[src/rtl/prio_arb_pkg.sv]
package prio_arb_pkg;

    localparam int PRIO_W = 3;

    typedef logic [PRIO_W-1:0] prio_t;

    // True when priority a is strictly better than priority b.
    function automatic logic prio_beats(prio_t a, prio_t b);
        return a > b;
    endfunction

    // Width of a packed candidate: valid flag, priority, source number.
    function automatic int cand_width(int id_w);
        return 1 + PRIO_W + id_w;
    endfunction

endpackage

[src/rtl/arb_cand_mask.sv]
module arb_cand_mask
    import prio_arb_pkg::*;
#(
    parameter int NUM_SRC = 32,
    parameter int ID_W    = $clog2(NUM_SRC),
    parameter int LEAVES  = 1 << ID_W,
    localparam int CW     = 1 + PRIO_W + ID_W
) (
    input  logic [NUM_SRC-1:0]        pend_i,
    input  logic [NUM_SRC-1:0]        en_i,
    input  logic [NUM_SRC-1:0]        clm_i,
    input  logic [NUM_SRC*PRIO_W-1:0] prio_i,
    input  prio_t                     thresh_i,
    output logic [LEAVES*CW-1:0]      leaf_o
);
    typedef struct packed {
        logic            vld;
        prio_t           prio;
        logic [ID_W-1:0] id;
    } cand_t;

    for (genvar i = 0; i < LEAVES; i++) begin : g_leaf
        cand_t c;
        if (i == 0 || i >= NUM_SRC) begin : g_off
            // Source 0 is reserved; padding leaves never compete.
            assign c = '0;
        end else begin : g_on
            prio_t p;
            assign p      = prio_i[i*PRIO_W +: PRIO_W];
            assign c.vld  = pend_i[i] & en_i[i] & ~clm_i[i] & prio_beats(p, thresh_i);
            assign c.prio = p;
            assign c.id   = ID_W'(i);
        end
        assign leaf_o[i*CW +: CW] = c;
    end

    if (NUM_SRC > 0) begin : g_src0_unused
        logic unused_src0;
        assign unused_src0 = ^{pend_i[0], en_i[0], clm_i[0], prio_i[PRIO_W-1:0]};
    end
endmodule

[src/rtl/arb_sel_node.sv]
module arb_sel_node
    import prio_arb_pkg::*;
#(
    parameter int ID_W = 5,
    localparam int CW  = 1 + PRIO_W + ID_W
) (
    input  logic [CW-1:0] lo_i,
    input  logic [CW-1:0] hi_i,
    output logic [CW-1:0] win_o
);
    typedef struct packed {
        logic            vld;
        prio_t           prio;
        logic [ID_W-1:0] id;
    } cand_t;

    cand_t lo, hi;
    logic  take_hi;

    assign lo = lo_i;
    assign hi = hi_i;

    // The lower-numbered side keeps the slot unless the upper side is strictly better.
    always_comb begin
        take_hi = hi.vld && (!lo.vld || prio_beats(hi.prio, lo.prio));
        win_o   = take_hi ? hi_i : lo_i;
    end
endmodule

[src/rtl/arb_sel_tree.sv]
module arb_sel_tree
    import prio_arb_pkg::*;
#(
    parameter int ID_W   = 5,
    parameter int LEAVES = 1 << ID_W,
    localparam int CW    = 1 + PRIO_W + ID_W,
    localparam int NODES = 2 * LEAVES - 1
) (
    input  logic [LEAVES*CW-1:0] leaf_i,
    output logic [CW-1:0]        best_o
);
    logic [CW-1:0] nd [NODES];

    // Heap layout: node k has children 2k+1 (lower numbers) and 2k+2.
    for (genvar i = 0; i < LEAVES; i++) begin : g_leaf
        assign nd[LEAVES-1+i] = leaf_i[i*CW +: CW];
    end

    for (genvar k = 0; k < LEAVES - 1; k++) begin : g_node
        arb_sel_node #(.ID_W(ID_W)) u_node (
            .lo_i (nd[2*k+1]),
            .hi_i (nd[2*k+2]),
            .win_o(nd[k])
        );
    end

    assign best_o = nd[0];
endmodule

[src/rtl/arb_out_stage.sv]
module arb_out_stage
    import prio_arb_pkg::*;
#(
    parameter int ID_W    = 5,
    parameter bit REG_OUT = 1'b1,
    localparam int CW     = 1 + PRIO_W + ID_W
) (
    input  logic            clk,
    input  logic            rst,
    input  logic [CW-1:0]   best_i,
    output logic            irq_o,
    output logic [ID_W-1:0] id_o,
    output prio_t           prio_o
);
    typedef struct packed {
        logic            vld;
        prio_t           prio;
        logic [ID_W-1:0] id;
    } cand_t;

    cand_t best, shown;

    assign best = best_i;

    // Invalid results are forced to zero so that ID 0 always means "none".
    always_comb begin
        shown      = '0;
        shown.vld  = best.vld;
        shown.prio = best.vld ? best.prio : '0;
        shown.id   = best.vld ? best.id   : '0;
    end

    if (REG_OUT) begin : g_reg
        cand_t q;
        always_ff @(posedge clk) begin
            if (rst) q <= '0;
            else     q <= shown;
        end
        assign irq_o  = q.vld;
        assign id_o   = q.id;
        assign prio_o = q.prio;
    end else begin : g_comb
        logic unused_clk;
        assign unused_clk = clk ^ rst;
        assign irq_o  = shown.vld;
        assign id_o   = shown.id;
        assign prio_o = shown.prio;
    end
endmodule

[src/rtl/prio_thresh_arb.sv]
module prio_thresh_arb
    import prio_arb_pkg::*;
#(
    parameter int NUM_SRC = 32,
    parameter bit REG_OUT = 1'b1,
    localparam int ID_W   = (NUM_SRC > 2) ? $clog2(NUM_SRC) : 1,
    localparam int LEAVES = 1 << ID_W,
    localparam int CW     = 1 + PRIO_W + ID_W
) (
    input  logic                      clk,
    input  logic                      rst,
    input  logic [NUM_SRC-1:0]        pend_i,
    input  logic [NUM_SRC-1:0]        en_i,
    input  logic [NUM_SRC-1:0]        clm_i,
    input  logic [NUM_SRC*PRIO_W-1:0] prio_i,
    input  logic [PRIO_W-1:0]         thresh_i,
    output logic                      irq_o,
    output logic [ID_W-1:0]           win_id_o,
    output logic [PRIO_W-1:0]         win_prio_o
);
    logic [LEAVES*CW-1:0] leaves;
    logic [CW-1:0]        best;

    arb_cand_mask #(.NUM_SRC(NUM_SRC), .ID_W(ID_W), .LEAVES(LEAVES)) u_mask (
        .pend_i  (pend_i),
        .en_i    (en_i),
        .clm_i   (clm_i),
        .prio_i  (prio_i),
        .thresh_i(thresh_i),
        .leaf_o  (leaves)
    );

    arb_sel_tree #(.ID_W(ID_W), .LEAVES(LEAVES)) u_tree (
        .leaf_i(leaves),
        .best_o(best)
    );

    arb_out_stage #(.ID_W(ID_W), .REG_OUT(REG_OUT)) u_out (
        .clk   (clk),
        .rst   (rst),
        .best_i(best),
        .irq_o (irq_o),
        .id_o  (win_id_o),
        .prio_o(win_prio_o)
    );
endmodule

[config.mk]
export PLATFORM = sky130hd
export DESIGN_NAME = prio_thresh_arb
export DESIGN_NICKNAME = d
export VERILOG_FILES = /design/src/rtl/prio_arb_pkg.sv /design/src/rtl/arb_cand_mask.sv /design/src/rtl/arb_sel_node.sv /design/src/rtl/arb_sel_tree.sv /design/src/rtl/arb_out_stage.sv /design/src/rtl/prio_thresh_arb.sv
export SDC_FILE = /design/constraint.sdc
export NUM_CORES = 1
export LEC_CHECK = 0
export ABC_AREA = 0
export CORE_ASPECT_RATIO = 0.7
export CORE_MARGIN = 2
export CORE_UTILIZATION = 45
export DETAILED_ROUTE_END_ITERATION = 6
export DONT_BUFFER_PORTS = 1
export PLACE_DENSITY = 0.62
export SYNTH_ARGS = -nofsm -noshare
export SYNTH_HDL_FRONTEND = slang
export SYNTH_SLANG_ARGS = --single-unit
[constraint.sdc]
create_clock -name clk -period 22.4 [get_ports clk]
set_input_delay 4.48 -clock clk [delete_from_list [all_inputs] [get_ports clk]]
set_output_delay 4.48 -clock clk [all_outputs]
set_load 0.03 [all_outputs]
# Yosys cells after proc, flatten, opt, wreduce, memory -nomap -nowiden
# Index checks and enable logic that the tools add are counted.
[op_classes]
n_bitwise = 125
magnitude_cmp = 61
n_reduce_logical = 91
muxes = 31
[ops]
columns = ["operator", "count"]
rows = [
  ["9-bit 2-to-1 mux", 31],
  ["3-bit > comparator", 61],
  ["1-bit AND", 93],
  ["1-bit inverter", 32],
  ["1-bit logical AND", 30],
  ["1-bit logical NOT", 30],
  ["1-bit logical OR", 30],
  ["2-bit OR reduction", 1],
]
[totals]
word_cells = 311
input_bits = 197
ff_bits = 9
output_inout_bits = 9

# Depth between registers and ports, before layout
# Gate-level depths: netlist of the first run.
[logic_depth]
word_depth = 25
ltp_mapped = 47
ltp_nobuf = 46

# By module
# Synthesis of the first run repeated with hierarchy kept, for this count alone.
[unflattened]
hier_cells = 2417
hier_area_um2 = 18164.9
[modules_own_cells]
columns = ["mod", "area_each_um2", "instances", "cells_each"]
rows = [
  ["arb_sel_node (u_tree.g_node[0].u_node ...)", 442.9, 30, 60],
  ["arb_cand_mask", 4201.5, 1, 540],
  ["arb_sel_node (u_tree.g_node[9].u_node)", 419.2, 1, 59],
  ["arb_out_stage", 256.5, 1, 18],
]

# Worst setup path before layout of the first run
# OpenSTA, ideal clock, no wires.
[synth_timing]
path_kind = "input to register"
from = "in thresh_i[1]"
to = "reg u_out.g_reg.q, in the netlist u_out.id_o[1]"
slack_ns = 10.081
required_ns = 22.281
cell_stages = 42
t_arrival_ns = 12.200
n_path_buf = 1
cell_sequence = "inv_1 > ha_1 > nor2b_1 > o21ai_0 > a21oi_1 > a21bo_2 > clkbuf_1 > mux2i_1 > ha_1 > nor2b_1 > o21ai_0 > nand2_1 > mux2i_1 > o211ai_1 > nand2_1 > nand2_1 > o21ai_0 > ha_1 > (+6 left out) > or3_4 > ha_1 > a21o_1 > a21oi_1 > a31oi_1 > a21oi_1 > nand2b_1 > nor3_1 > or2_2 > ha_1 > nor2b_1 > o21ai_0 > a32oi_1 > a31oi_1 > or2_2 > inv_1 > o21ai_0 > o221a_2"
[synth_via]
elab_chain_len = 24
word_cells_on_any_way = 200
classes_between = "order compare (46); mux (31); bitwise (32); reduce/logical (91)"
[synth_rtl]
columns = ["item", "line", "text"]
rows = [
  ["start, declared", "prio_thresh_arb.sv:16", "input logic [PRIO_W-1:0] thresh_i,"],
  ["3-bit > comparator", "prio_arb_pkg.sv:9", "return a > b;"],
  ["1-bit AND", "arb_cand_mask.sv:30", "assign c.vld = pend_i[i] & en_i[i] & ~clm_i[i] & prio_beats(p, thresh_i);"],
  ["1-bit logical NOT", "arb_sel_node.sv:25", "take_hi = hi.vld && (!lo.vld || prio_beats(hi.prio, lo.prio));"],
  ["1-bit logical OR", "arb_sel_node.sv:25", ""],
  ["1-bit logical AND", "arb_sel_node.sv:25", ""],
  ["9-bit 2-to-1 mux", "arb_sel_node.sv:26", "win_o = take_hi ? hi_i : lo_i;"],
  ["3-bit > comparator or 1-bit logical NOT (tied branches)", "prio_arb_pkg.sv:9, arb_sel_node.sv:25", ""],
  ["1-bit logical OR", "arb_sel_node.sv:25", ""],
  ["(+8 left out)", "-", ""],
  ["1-bit logical AND", "arb_sel_node.sv:25", ""],
  ["9-bit 2-to-1 mux", "arb_sel_node.sv:26", ""],
  ["3-bit > comparator or 1-bit logical NOT (tied branches)", "prio_arb_pkg.sv:9, arb_sel_node.sv:25", ""],
  ["1-bit logical OR", "arb_sel_node.sv:25", ""],
  ["1-bit logical AND", "arb_sel_node.sv:25", ""],
  ["9-bit 2-to-1 mux *", "arb_sel_node.sv:26", ""],
  ["1-bit inverter (no line)", "-", ""],
  ["2-bit OR reduction (no line)", "-", ""],
  ["end signal, assigned", "arb_out_stage.sv:37", "else q <= shown;"],
  ["end, declared", "arb_out_stage.sv:34", "cand_t q;"],
]
# Every way passes the cells marked *; elsewhere a longest branch is shown, timed or not.
# A chain may end at the register's enable or synchronous reset.

# Worst setup path after layout of the first run
[layout_timing]
from = "in thresh_i[1]"
to = "reg u_out.g_reg.q, in the netlist u_out.id_o[0]"
# Same word-level chain as after synthesis.

==> out/metrics.cfg, run 1 <==
[synthesis]
synth_seq_cells=9
seq_area_frac_synth_pct=2.72
synth.avg_cell_area_um2=7.39
synth_area_um2=6610
syn_inst=895
synth-edff-count=0
synth_top_cell_by_area=ha_1
yosys.cell_count.top_type=ha_1
async_reset_ff_share_pct=0
yosysWarnings=0
synthDominantCellAreaShare_pct=33.3
synth_area_leaders=ha_1 33%, inv_1 6.7%, mux2i_1 5.8%, o21ai_0 5.2%, a21oi_1 4.6%
synth_flop_cell=dfxtp_1
synth_common_cells=176 x ha_1, 118 x inv_1, 71 x nand2_1
synth_fp_nets=1268
synth_cell_type_count=67

[clock_tree]
ctsHoldBuffers=0
postCtsSetupBuffers=0
htree_levels=1
cts_tree=done
root_buffer=clkbuf_16
clkTransAtPathRegs_ns=0.04
ctsResizeCount=0
cts_made_buffers=3
ctsLongestPathBuffers=2
clock-sinks=9

[drt]
drt-total-wl_um=17300
vias=6319
drtPass1Iterations=4
drt_iter0_markers=299
post-route-drc-count=0
wl_per_cell_um=15.9
ant_nets=0
vias_per_cell=5.78

[min_path]
hold_class=primary input to flop

[critical_path]
cp_max_fo=31
max_stage_delay_ns=0.44
arrival_ns=13.56
worstSetupPathType=primary input to flop
end_kind=flop
critPathLaunchType=primary input
critical_path_required_ns=22.56
slowest_stage=o21bai_1
crit_top_cell=o21ai_0

[timing]
fin_crit_ns=13.40
finalHoldViolations=0
period_share_pct=59.8
setup_viol=0
tns_ns=0
max_freq_mhz=74.6
grt_setup_unrepaired=no
maxSlewHeadroom_pct=43.3
worst_pin_slew_ns=0.843
drv_slew=0

[floorplanning]
die-area_um2=15700
die_height_um=105
ioPinCount=206
core_region_area_um2=14500
start_util_pct=45.5
die_x_um=149
core.rowCount=37

[grt]
grt_usage_pct=21.6
grt_pass1_vias=5887
grt_max_degree=32
grt_antenna_before_repair=0
overflow=0
grt_pass1_wl_um=28600

[status]
status=finished clean

[final_layout]
final_nets=1272
num_antenna_cells=0
multiInputGateArea_um2=5980
fillers=1516
final_core_util_pct=47.7
drive_above_1_share_pct=4.79
area_growth_pct=4.94
regArea_um2=180

[placement]
io_buffer_count=0
dpl.hpwl_um=14800
gp_congestion=0.856

[power]
peakVddDrop_uv=22.6
p_leak_nw=3.50
p_per_area_nw_per_um2=32.9

[run]
maxCapViolCount=0

[where the power goes]
group	switching (mW)	leakage (nW)	internal (mW)
clock	0.00895	0.0382	0.0239
combinational	0.0916	3.39	0.0703
sequential	0.0127	0.0743	0.0208
total	0.113	3.50	0.115
[cell families (layout without fill, tap and decap cells)]
| group | count (synthesis) | in the layout | synth area share, % |
|---|---|---|---|
| simple gates | 252 | 252 | 19.8 |
| compound gates | 285 | 285 | 29.1 |
| flops | 9 | 9 | 2.72 |
| fa+ha+maj | 178 | 178 | 33.6 |
| mux | 50 | 50 | 7.85 |
| buf+inv | 121 | 124 | 6.87 |
[cells in the final DEF, fill, tap and decap left out, drive strengths merged, types with 5 or more instances in the layout]
cell type    n
ha         176
inv        118
nand2       71
o21ai       71
a21oi       61
nor2        42
mux2i       38
nand3       36
nor2b       36
o21a        27
nand4b      18
a311oi      18
a211oi      14
and2        13
o211ai      13
a21o        12
mux2        12
or2         11
a31oi       10
o22ai        9
dfxtp        9
nand2b       6
nor3         6
a211o        5
o21bai       5
[metal layers]
| metal | share of wire, % | global-route usage [%] |
|---|---|---|
| met3 | 7.2 | 3.03 |
| met4 | 0.60 | 2.38 |
| met1 | 55 | 34.8 |
| met5 | 0 | 0 |
| met2 | 37 | 30.5 |
[path summary, 6_finish.rpt]
path                         from       endpoint  slack (ns)  cells after the start
worst min-delay path          rst  u_out.id_o[3]        4.31                      1
worst max-delay path  thresh_i[1]  u_out.id_o[0]        9.00                     45
[cell type report]
type / count / area share [%]
multi-input combinational: 765 / 86.2
inverter: 118 / 6.38
tap: 195 / 3.52
sequential: 9 / 2.60
clock buffer: 4 / 1.14
timing repair buffer: 2 / 0.216
[per-stage QoR]
stage	setup WS (ns)	cell area (µm²)	total power, mW	hold slack, ns	cells
2_1_floorplan	10.08	6610	0.160	4.55	895
3_3_place_gp	9.01	6860	0.192	4.56	1089
3_5_place_dp	8.90	6860	0.195	4.56	1089
4_1_cts	9.07	6940	0.229	4.31	1093
5_1_grt	8.17	6940	0.257	4.32	1093
6_report	9.00	6940	0.228	4.31	1093
[critical path: cells and delay by family]
family,cells,cell delay (ns)
AOI/OAI and AO/OA,20,4.08
and+or+nand+nor,12,2.09
adders and majority gates,5,1.46
buffers and inverters,6,0.87
muxes,2,0.56
[sequential cells by signal, indices dropped and copies added, names as in the netlist]
register      cells
u_out.id_o        5
u_out.irq_o       1
u_out.prio_o      3
(Power assumes the default switching activity.)
==> run 2: changes to the inputs <==
--- a/config.mk
+++ b/config.mk
@@ -11,7 +11,7 @@
 export CORE_UTILIZATION = 45
 export DETAILED_ROUTE_END_ITERATION = 6
 export DONT_BUFFER_PORTS = 1
-export PLACE_DENSITY = 0.62
+export PLACE_DENSITY = 0.64
 export SYNTH_ARGS = -nofsm -noshare
 export SYNTH_HDL_FRONTEND = slang
 export SYNTH_SLANG_ARGS = --single-unit
==> constraint.sdc (replaced) <==
create_clock -name clk -period 11.85 [get_ports clk]
set_input_delay 2.37 -clock clk [delete_from_list [all_inputs] [get_ports clk]]
set_output_delay 2.37 -clock clk [all_outputs]
set_load 0.03 [all_outputs]
==> out/metrics.cfg, run 2 (same netlist as run 1, synthesis figures left out) <==
[timing]
finalHoldViolations=0
tns_ns=0
worst_pin_slew_ns=0.858
max_freq_mhz=93.2
drv_slew=0
setup_viol=0
final.setup.worst_slack_ns=1.12
fin_crit_ns=10.73
period_share_pct=90.6
maxSlewHeadroom_pct=42.3
grt_setup_unrepaired=no

[floorplanning]
core.rowCount=37
die_height_um=105
ioPinCount=206
die_x_um=149
core_region_area_um2=14500
start_util_pct=45.5
die-area_um2=15700

[min_path]
hold_class=primary input to flop
min_from=rst
min_to=u_out.id_o[3]
hold_depth=1

[grt]
overflow=0
grt_antenna_before_repair=0
grt_usage_pct=21.4
use_met2_pct=30.7
use_met3_pct=2.38
grt_max_degree=32
use_met1_pct=34.3
grt_pass1_wl_um=28400
grt_pass1_vias=5939
busiest_layer=met1

[clock_tree]
clkTransAtPathRegs_ns=0.04
root_buffer=clkbuf_16
cts_made_buffers=3
htree_levels=1
cts_tree=done
clock-sinks=9
ctsLongestPathBuffers=2

[drt]
vias=6356
drt_iter0_markers=306
ant_nets=0
post-route-drc-count=0
drtPass1Iterations=5
wl_per_cell_um=15.8
drt-total-wl_um=17300
vias_per_cell=5.80

[critical_path]
arrival_ns=10.89
end_kind=flop
slowest_stage=a311oi_1
cp_max_fo=19
max_stage_delay_ns=0.48
worstSetupPathType=primary input to flop
critical_path_required_ns=12.00
critPathLaunchType=primary input

[power]
p_per_area_nw_per_um2=62.0
peakVddDrop_uv=38.9
p_leak_nw=3.51

[final_layout]
area_growth_pct=5.53
final_core_util_pct=48.0
most-common-layout-cells=176 x ha_1, 117 x inv_1, 70 x nand2_1
largest_register_ffs=5
final_nets=1274
final_common_cell=ha_1
drive_above_1_share_pct=5.44
num_antenna_cells=0

[placement]
pre_cts_ws_ns=0.704
dpl.hpwl_um=15100
io_buffer_count=0
gp_congestion=0.849

[run]
maxCapViolCount=0

[status]
status=finished clean

[run 2: cell type report]
class                      count  area [µm²]
multi-input combinational    765        5980
inverter                     118         447
fill                        1468        7560
timing repair buffer           4        42.5
clock buffer                   3        75.1
sequential                     9         180
clock inverter                 1        5.00
tap                          195         244
[run 2: how the worst max path moves through the flow]
stage,startpoint,end,slack [ns],cells past startpoint
6_report,thresh_i[2],u_out.prio_o[1],1.12,41
4_1_cts,thresh_i[2],u_out.id_o[0],0.93,44
3_5_place_dp,thresh_i[2],u_out.id_o[0],0.70,44
2_1_floorplan,thresh_i[1],u_out.id_o[1],1.64,42
3_3_place_gp,thresh_i[2],u_out.id_o[0],0.75,44
5_1_grt,thresh_i[2],u_out.prio_o[1],0.1,44
[run 2: repair_timing]
| action | 4_1_cts | 5_1_grt |
|---|---|---|
| gates resized for setup | 0 | 4 |
| endpoints found under the hold margin | 0 | 0 |
| buffers inserted | 0 | 0 |
| hold buffers | 0 | 0 |
| endpoints found under the setup margin | 0 | 3 |
[run 2: where the power goes]
group	switching, mW	leakage [nW]	internal (mW)
Sequential	0.0244	0.0743	0.0394
Clock	0.0157	0.0409	0.0445
Combinational	0.174	3.39	0.134
[run 2: per-layer routing]
metal	vias up	share of wire, %
met3	10	7.1
met1	2795	54
met2	199	38
li1	3352	-
met5	-	0
met4	0	0.99
[run 2: metrics by stage]
step	std cells	hold WS, ns	power (mW)	instance area [µm²]
2_1_floorplan	895	2.44	0.303	6610
3_3_place_gp	1091	2.45	0.364	6890
3_5_place_dp	1091	2.45	0.369	6890
4_1_cts	1095	2.21	0.432	6970
5_1_grt	1095	2.21	0.486	6980
6_report	1095	2.21	0.432	6980
[run 2: critical path, delay by kind of cell]
family,cells,cell delay (ns)
AO/OA/AOI/OAI,18,3.57
AND/OR/NAND/NOR,13,2.32
buffers and inverters,4,0.86
adder cells (fa/ha/maj),5,1.37
multiplexers,1,0.37
